==> src/rtl/nvu_pkg.sv <==
package nvu_pkg;

    localparam int DATA_W     = 8;
    localparam int BUS_ADDR_W = 2;

    localparam logic [DATA_W-1:0] KEY_FIRST  = 8'h55;
    localparam logic [DATA_W-1:0] KEY_SECOND = 8'hAA;

    localparam int B_PROG  = 7;
    localparam int B_CFG   = 6;
    localparam int B_ERASE = 4;
    localparam int B_ERR   = 3;
    localparam int B_WREN  = 2;
    localparam int B_WR    = 1;
    localparam int B_RD    = 0;

    typedef enum logic [1:0] {
        SEQ_IDLE  = 2'd0,
        SEQ_HALF  = 2'd1,
        SEQ_ARMED = 2'd2
    } seq_state_e;

    typedef struct packed {
        logic prog;
        logic cfg;
        logic erase;
        logic err;
        logic wren;
        logic wr;
    } ctrl_s;

    typedef struct packed {
        logic prog;
        logic cfg;
        logic erase;
        logic err;
        logic wren;
        logic wr;
        logic rd;
    } ctrl_wdata_s;

    typedef struct packed {
        logic                  wr;
        logic                  rd;
        logic [BUS_ADDR_W-1:0] addr;
        logic [DATA_W-1:0]     data;
    } bus_req_s;

    function automatic logic [DATA_W-1:0] ctrl_to_byte(input ctrl_s c);
        logic [DATA_W-1:0] b;
        b          = '0;
        b[B_PROG]  = c.prog;
        b[B_CFG]   = c.cfg;
        b[B_ERASE] = c.erase;
        b[B_ERR]   = c.err;
        b[B_WREN]  = c.wren;
        b[B_WR]    = c.wr;
        return b;
    endfunction

    function automatic ctrl_wdata_s byte_to_fields(input logic [DATA_W-1:0] b);
        ctrl_wdata_s f;
        f.prog  = b[B_PROG];
        f.cfg   = b[B_CFG];
        f.erase = b[B_ERASE];
        f.err   = b[B_ERR];
        f.wren  = b[B_WREN];
        f.wr    = b[B_WR];
        f.rd    = b[B_RD];
        return f;
    endfunction

endpackage

==> src/rtl/nvu_key_seq.sv <==
module nvu_key_seq
    import nvu_pkg::*;
#(
    parameter logic [BUS_ADDR_W-1:0] KEY_ADDR = 2'd1
) (
    input  logic     clk,
    input  logic     clear,
    input  logic     busy,
    input  bus_req_s req,
    output logic     armed
);

    seq_state_e state_q, state_d;
    logic       key_wr;
    logic       any_access;

    assign key_wr     = req.wr && (req.addr == KEY_ADDR);
    assign any_access = req.wr || req.rd;

    always_comb begin
        state_d = state_q;
        if (busy) begin
            state_d = SEQ_IDLE;
        end else if (any_access) begin
            unique case (state_q)
                SEQ_IDLE:  state_d = (key_wr && req.data == KEY_FIRST)  ? SEQ_HALF  : SEQ_IDLE;
                SEQ_HALF:  state_d = (key_wr && req.data == KEY_SECOND) ? SEQ_ARMED : SEQ_IDLE;
                SEQ_ARMED: state_d = SEQ_IDLE;
                default:   state_d = SEQ_IDLE;
            endcase
        end
    end

    always_ff @(posedge clk) begin
        if (clear) begin
            state_q <= SEQ_IDLE;
        end else begin
            state_q <= state_d;
        end
    end

    assign armed = (state_q == SEQ_ARMED);

endmodule

==> src/rtl/nvu_busy_timer.sv <==
module nvu_busy_timer #(
    parameter int BUSY_CYCLES = 8
) (
    input  logic clk,
    input  logic rst,
    input  logic abort,
    input  logic start,
    output logic busy,
    output logic last,
    output logic done
);

    localparam int CNT_W = (BUSY_CYCLES > 1) ? $clog2(BUSY_CYCLES + 1) : 1;
    localparam logic [CNT_W-1:0] LOAD = CNT_W'(BUSY_CYCLES - 1);

    logic [CNT_W-1:0] cnt_q;

    assign last = busy && (cnt_q == '0);

    always_ff @(posedge clk) begin
        if (rst) begin
            busy  <= 1'b0;
            cnt_q <= '0;
            done  <= 1'b0;
        end else begin
            done <= 1'b0;
            if (abort) begin
                busy  <= 1'b0;
                cnt_q <= '0;
            end else if (start) begin
                busy  <= 1'b1;
                cnt_q <= LOAD;
            end else if (last) begin
                busy <= 1'b0;
                done <= 1'b1;
            end else if (busy) begin
                cnt_q <= cnt_q - 1'b1;
            end
        end
    end

endmodule

==> src/rtl/nvu_ctrl_reg.sv <==
module nvu_ctrl_reg
    import nvu_pkg::*;
(
    input  logic        clk,
    input  logic        rst,
    input  logic        warm,
    input  logic        busy,
    input  logic        ctrl_wr,
    input  ctrl_wdata_s wf,
    input  logic        start,
    input  logic        finish,
    output ctrl_s       q,
    output logic        rd_req
);

    always_ff @(posedge clk) begin
        if (rst) begin
            q      <= '0;
            rd_req <= 1'b0;
        end else if (warm) begin
            q.prog  <= 1'b0;
            q.cfg   <= 1'b0;
            q.erase <= 1'b0;
            q.wren  <= 1'b0;
            q.wr    <= 1'b0;
            q.err   <= q.err | busy;
            rd_req  <= 1'b0;
        end else begin
            rd_req <= ctrl_wr && wf.rd;
            if (ctrl_wr) begin
                q.prog  <= wf.prog;
                q.cfg   <= wf.cfg;
                q.erase <= wf.erase;
                q.wren  <= wf.wren;
                if (!wf.err) begin
                    q.err <= 1'b0;
                end
            end
            if (start) begin
                q.wr <= 1'b1;
            end else if (finish) begin
                q.wr <= 1'b0;
            end
        end
    end

endmodule

==> src/rtl/nvm_unlock_ctrl.sv <==
module nvm_unlock_ctrl
    import nvu_pkg::*;
#(
    parameter int                    BUSY_CYCLES = 8,
    parameter logic [BUS_ADDR_W-1:0] CTRL_ADDR   = 2'd0,
    parameter logic [BUS_ADDR_W-1:0] KEY_ADDR    = 2'd1
) (
    input  logic                  clk,
    input  logic                  rst,
    input  logic                  pin_rst,
    input  logic                  wdt_rst,
    input  logic                  bus_wr,
    input  logic                  bus_rd,
    input  logic [BUS_ADDR_W-1:0] bus_addr,
    input  logic [DATA_W-1:0]     bus_wdata,
    output logic [DATA_W-1:0]     bus_rdata,
    output logic                  busy,
    output logic                  cpu_stall,
    output logic                  wr_done,
    output logic                  rd_req,
    output logic                  sel_prog,
    output logic                  sel_cfg,
    output logic                  erase_mode
);

    bus_req_s    req;
    ctrl_wdata_s wf;
    ctrl_s       ctrl_q;
    logic        warm_any;
    logic        key_armed;
    logic        ctrl_wr_ok;
    logic        start;
    logic        finish;

    assign req.wr   = bus_wr;
    assign req.rd   = bus_rd;
    assign req.addr = bus_addr;
    assign req.data = bus_wdata;

    assign warm_any   = pin_rst | wdt_rst;
    assign wf         = byte_to_fields(bus_wdata);
    assign ctrl_wr_ok = bus_wr && (bus_addr == CTRL_ADDR) && !busy;
    assign start      = ctrl_wr_ok && key_armed && wf.wr && ctrl_q.wren && !warm_any;

    nvu_key_seq #(
        .KEY_ADDR (KEY_ADDR)
    ) key_i (
        .clk   (clk),
        .clear (rst | warm_any),
        .busy  (busy),
        .req   (req),
        .armed (key_armed)
    );

    nvu_busy_timer #(
        .BUSY_CYCLES (BUSY_CYCLES)
    ) timer_i (
        .clk   (clk),
        .rst   (rst),
        .abort (warm_any),
        .start (start),
        .busy  (busy),
        .last  (finish),
        .done  (wr_done)
    );

    nvu_ctrl_reg ctrl_i (
        .clk     (clk),
        .rst     (rst),
        .warm    (warm_any),
        .busy    (busy),
        .ctrl_wr (ctrl_wr_ok),
        .wf      (wf),
        .start   (start),
        .finish  (finish),
        .q       (ctrl_q),
        .rd_req  (rd_req)
    );

    assign bus_rdata  = (bus_addr == CTRL_ADDR) ? ctrl_to_byte(ctrl_q) : '0;
    assign cpu_stall  = busy && ctrl_q.prog;
    assign sel_prog   = ctrl_q.prog;
    assign sel_cfg    = ctrl_q.cfg;
    assign erase_mode = ctrl_q.erase;

endmodule

==> config.mk <==
export PLATFORM = sky130hd
export DESIGN_NAME = nvm_unlock_ctrl
export DESIGN_NICKNAME = d
export VERILOG_FILES = /design/src/rtl/nvu_pkg.sv /design/src/rtl/nvu_key_seq.sv /design/src/rtl/nvu_busy_timer.sv /design/src/rtl/nvu_ctrl_reg.sv /design/src/rtl/nvm_unlock_ctrl.sv
export SDC_FILE = /design/constraint.sdc
export NUM_CORES = 1
export LEC_CHECK = 0
export CORE_AREA = 2 2 47 49
export CTS_CLUSTER_SIZE = 25
export DETAILED_ROUTE_END_ITERATION = 8
export DIE_AREA = 0 0 49 51
export GPL_ROUTABILITY_DRIVEN = 0
export PLACE_DENSITY_LB_ADDON = 0.2
export SETUP_SLACK_MARGIN = 0.02
export SLEW_MARGIN = 20
export SYNTH_ARGS = -nofsm -noshare
export SYNTH_HDL_FRONTEND = slang
export SYNTH_SLANG_ARGS = --single-unit
==> constraint.sdc <==
create_clock -name clk -period 1.6 [get_ports clk]
set_input_delay 0.24 -clock clk [delete_from_list [all_inputs] [get_ports clk]]
set_output_delay 0.24 -clock clk [all_outputs]
set_load 0.1 [all_outputs]
==> results.json, run 1 <==
{
  "cp_slowest_cell": "sky130_fd_sc_hd__clkdlybuf4s50_1",
  "pre_cts_ws_ps": -302.8,
  "status": "finished clean",
  "area_of_the_die_um2": 2499,
  "clkLatencyLatePin_ps": 280,
  "die_h_um": 51,
  "drive_above_1_share_pct": 34.09,
  "areaGrowthSynthToFinish_pct": 78.56,
  "grt_setup_unrepaired": "false",
  "vdd_ir_drop_max_mv": 0.4000,
  "ctsRootBufferMaster": "sky130_fd_sc_hd__clkbuf_4",
  "synth.yosys.seq_area_share_pct": 37.52,
  "overflow": 0,
  "timing.critical_path.cells": "clkdlybuf4s50_1 > or4b_1 > or4_1 > a21oi_1",
  "synth_simple_gate_area_share_pct": 39.03,
  "cp.required_ps": 1820,
  "final_antenna_net_count": 0,
  "static-leakage-power_nw": 0.5080,
  "tritoncts": "done",
  "fp-row-count": 17,
  "ctsLongestPathBuffers": 2,
  "final_net_count": 151,
  "stdcell_area_um2": 1334,
  "r2r_setup_slack_ps": 160,
  "clock_tree.htree_level_count": 1,
  "critPathLaunchType": "input pin",
  "dominant_combinational_cell_family_by_area_after_synthesis": "simple AND/OR/NAND/NOR gates",
  "critical_path.endpoint_type": "register",
  "place.port_buffers": 28,
  "fmaxAchievable_ghz": 0.6498,
  "power_per_cell_area_nw_per_um2": 544.1,
  "fin_crit_sh_pct": 96.18,
  "synth_xor_area_share_pct": 0,
  "initial_core_util_pct": 36.20,
  "cts_hold_buffers": 0,
  "final-setup-viol-count": 0,
  "grt-busiest-layer": "met2",
  "hold_viol_final": 0,
  "grt_start_max_net_pins": 14,
  "netlist_instances": 90,
  "critical-path-top-delay-family": "simple AND/OR/NAND/NOR gates",
  "dpl_cell_area_um2": 1294,
  "drc": 0,
  "route.final.wire_length_um": 2046,
  "fin_skew_ps": 3.051,
  "die_w_um": 49,
  "critical_path.max_fanout": 3,
  "dr.first_iter.drc_count": 15,
  "routed_via_density": 4.994,
  "final_routed_wire_length_divided_by_cell_count_um": 12.79,
  "grt_util_all_layers_pct": 19.05,
  "via_count": 799,
  "io-pin-count": 31,
  "critical_path.max_stage_delay_ps": 500,
  "finalWorstSetupSlack_ps": 61.13,
  "path_clk_slew_ps": 90,
  "layout.filler_cells": 173,
  "synthAdderAreaFrac_pct": 3.350,
  "floorplan.core_area_um2": 2063,
  "mappedNetlistArea_um2": 747.0,
  "clock_buffer_count_from_cts": 3,
  "synth_compound_area_share_pct": 13.07,
  "insertedDiodeCount": 0,
  "finalWorstPathRequiredPeriod_ps": 1539,
  "crit_buf_inv": 1,
  "fin_hold_ws_ps": 374.4,
  "hpwlAfterDp_um": 1684,
  "grt_pass1_vias": 825,
  "synth-warning-count": 0,
  "worst-endpoint-arrival_ps": 1750,
  "worst-setup-path-type": "in2reg",
  "synth_cell_type_count": 35,
  "ys_ff_latch": 14,
  "groute.layer.met3.usage_pct": 4.386,
  "grt_pass1_wl_um": 3581,
  "report.final.slew_viol_count": 0,
  "min_path_type": "in2reg",
  "synth.mux.area_fraction_pct": 1.340,
  "cap_violations": 0,
  "drt-pass1-iter-count": 4,
  "antenna_found_initial": 0,
  "synthesis.area_per_instance_um2": 8.300,
  "cts_sinks": 14,
  "gr-usage-met2_pct": 36.53,
  "global_route.usage.met1_pct": 19.71
}
[per-stage QoR]
stage / power [mW] / cells / TNS, ps / utilization, %
after floorplan: 0.4032 / 91 / -201.3 / -
after global placement: 0.4780 / 156 / -1585 / 62.70
after detailed placement: 0.4792 / 156 / -1747 / 62.70
after CTS: 0.7298 / 160 / 0 / 64.40
after global routing: 0.7640 / 160 / 0 / 64.65
final: 0.7258 / 160 / 0 / 64.65
[sequential cells by signal (all words and copies together), names as in the netlist]
register and flops:
ctrl_i.q 6, ctrl_i.rd_req 1, timer_i.cnt_q 4, key_i.state_q 2, timer_i.done 1
[power by group]
part / switching (mW) / leakage, nW / total [mW] / internal (mW)
Clock: 0.118 / 0.0210 / 0.257 / 0.138
Sequential: 0.000884 / 0.115 / 0.348 / 0.347
Combinational: 0.0607 / 0.372 / 0.121 / 0.0603
Total: 0.180 / 0.508 / 0.726 / 0.546
[cell usage in the layout (no fill, tap or decap), types with 2 or more instances in the layout]
cell                               n
sky130_fd_sc_hd__conb_1            2
sky130_fd_sc_hd__dfxtp_2           3
sky130_fd_sc_hd__clkbuf_4          3
sky130_fd_sc_hd__or4_1             2
sky130_fd_sc_hd__o21ai_0           2
sky130_fd_sc_hd__a31oi_1           2
sky130_fd_sc_hd__dlygate4sd2_1     3
sky130_fd_sc_hd__buf_4            13
sky130_fd_sc_hd__buf_12           13
sky130_fd_sc_hd__dfxtp_1          10
sky130_fd_sc_hd__and2_2            4
sky130_fd_sc_hd__a21oi_1           8
sky130_fd_sc_hd__or4b_1            3
sky130_fd_sc_hd__ha_1              2
sky130_fd_sc_hd__inv_1             3
sky130_fd_sc_hd__or3_1             2
sky130_fd_sc_hd__nor2_1            4
sky130_fd_sc_hd__nand2_1          15
sky130_fd_sc_hd__and2_1            3
sky130_fd_sc_hd__clkdlybuf4s50_1  12
[final timing paths]
path / startpoint / end / cells after the start
worst max-delay path: bus_wdata[0] / key_i.state_q[0]$_SDFFE_PP0P_ / 4
worst min-delay path: bus_wdata[7] / ctrl_i.q[5]$_SDFFE_PP0P_ / 3
worst max register to register: timer_i.cnt_q[0]$_SDFFE_PP0P_ / timer_i.cnt_q[1]$_SDFFE_PP0P_ / 5
worst min register to register: ctrl_i.q[2]$_SDFFE_PP0P_ / ctrl_i.q[2]$_SDFFE_PP0P_ / 2
[worst min-delay path, delay by kind of cell]
| family | cells | cell delay [ps] |
|---|---|---|
| AND/OR/NAND/NOR | 1 | 70 |
| AO/OA/AOI/OAI | 1 | 50 |
| buffers and inverters | 1 | 260 |
[cells by family (layout without fill, tap and decap cells)]
family | Yosys count | count (layout)
buffers and inverters | 8 | 49
muxes | 1 | 1
adders and majority gates | 2 | 2
and+or+nand+nor | 48 | 48
AOI/OAI and AO/OA | 16 | 16
DFF | 14 | 14
other | 1 | 2
[synth_stat cells, drive strengths merged]
cell type / n / share of area, %
o41ai: 1 / 1.2
o211ai: 1 / 1.0
a21oi: 8 / 5.4
nor3b: 2 / 2.0
or2: 1 / 0.84
o21ba: 1 / 1.3
and2: 7 / 5.9
a211o: 1 / 1.2
mux2i: 1 / 1.3
or4: 2 / 2.0
nor2: 5 / 2.5
nor4: 1 / 0.84
nor2b: 1 / 0.84
conb: 1 / 0.50
inv: 4 / 2.0
or3: 2 / 1.7
a31oi: 2 / 1.7
nand4bb: 1 / 1.5
clkbuf: 1 / 0.50
nand2: 15 / 7.5
dfxtp: 14 / 38
ha: 2 / 3.3
buf: 3 / 2.7
o21ai: 2 / 1.3
nor3: 1 / 0.67
nor4b: 2 / 3.2
nand4: 1 / 0.84
or4b: 3 / 4.0
nand2b: 1 / 0.84
or4bb: 1 / 1.5
nand4b: 1 / 1.2
or3b: 1 / 1.2
[layout make-up]
type,count,area (µm²),area share [%]
multi-input combinational,69,455.4,34.15
timing repair buffer,41,504.2,37.80
tap,28,35.03,2.627
inverter,4,15.01,1.126
sequential,14,287.8,21.58
clock buffer,4,36.28,2.720
[layer usage]
metal | part of all wire, % | vias up
li1 | - | 402
met1 | 40 | 378
met2 | 55 | 17
met3 | 3.4 | 2
met4 | 1.0 | 0
met5 | 0 | -
[what timing repair did]
item | in CTS | in global routing
pin swaps | 0 | 1
hold endpoints to repair | 0 | 0
resized for setup | 4 | 1
setup endpoints to repair | 6 | 4
buffers inserted | 0 | 0
No activity file was read; power rests on OpenSTA's default activity.
==> inputs of run 2 (changes only) <==
Settings changed: CTS_CLUSTER_DIAMETER from default to 150.
==> results of run 2 <==
The final DEF is identical to that of run 1; final timing and power are the same.
==> inputs of run 3 (changes only) <==
Settings changed: CAP_MARGIN from default to 20.
==> results of run 3 <==
The final DEF is identical to that of run 1; final timing and power are the same.
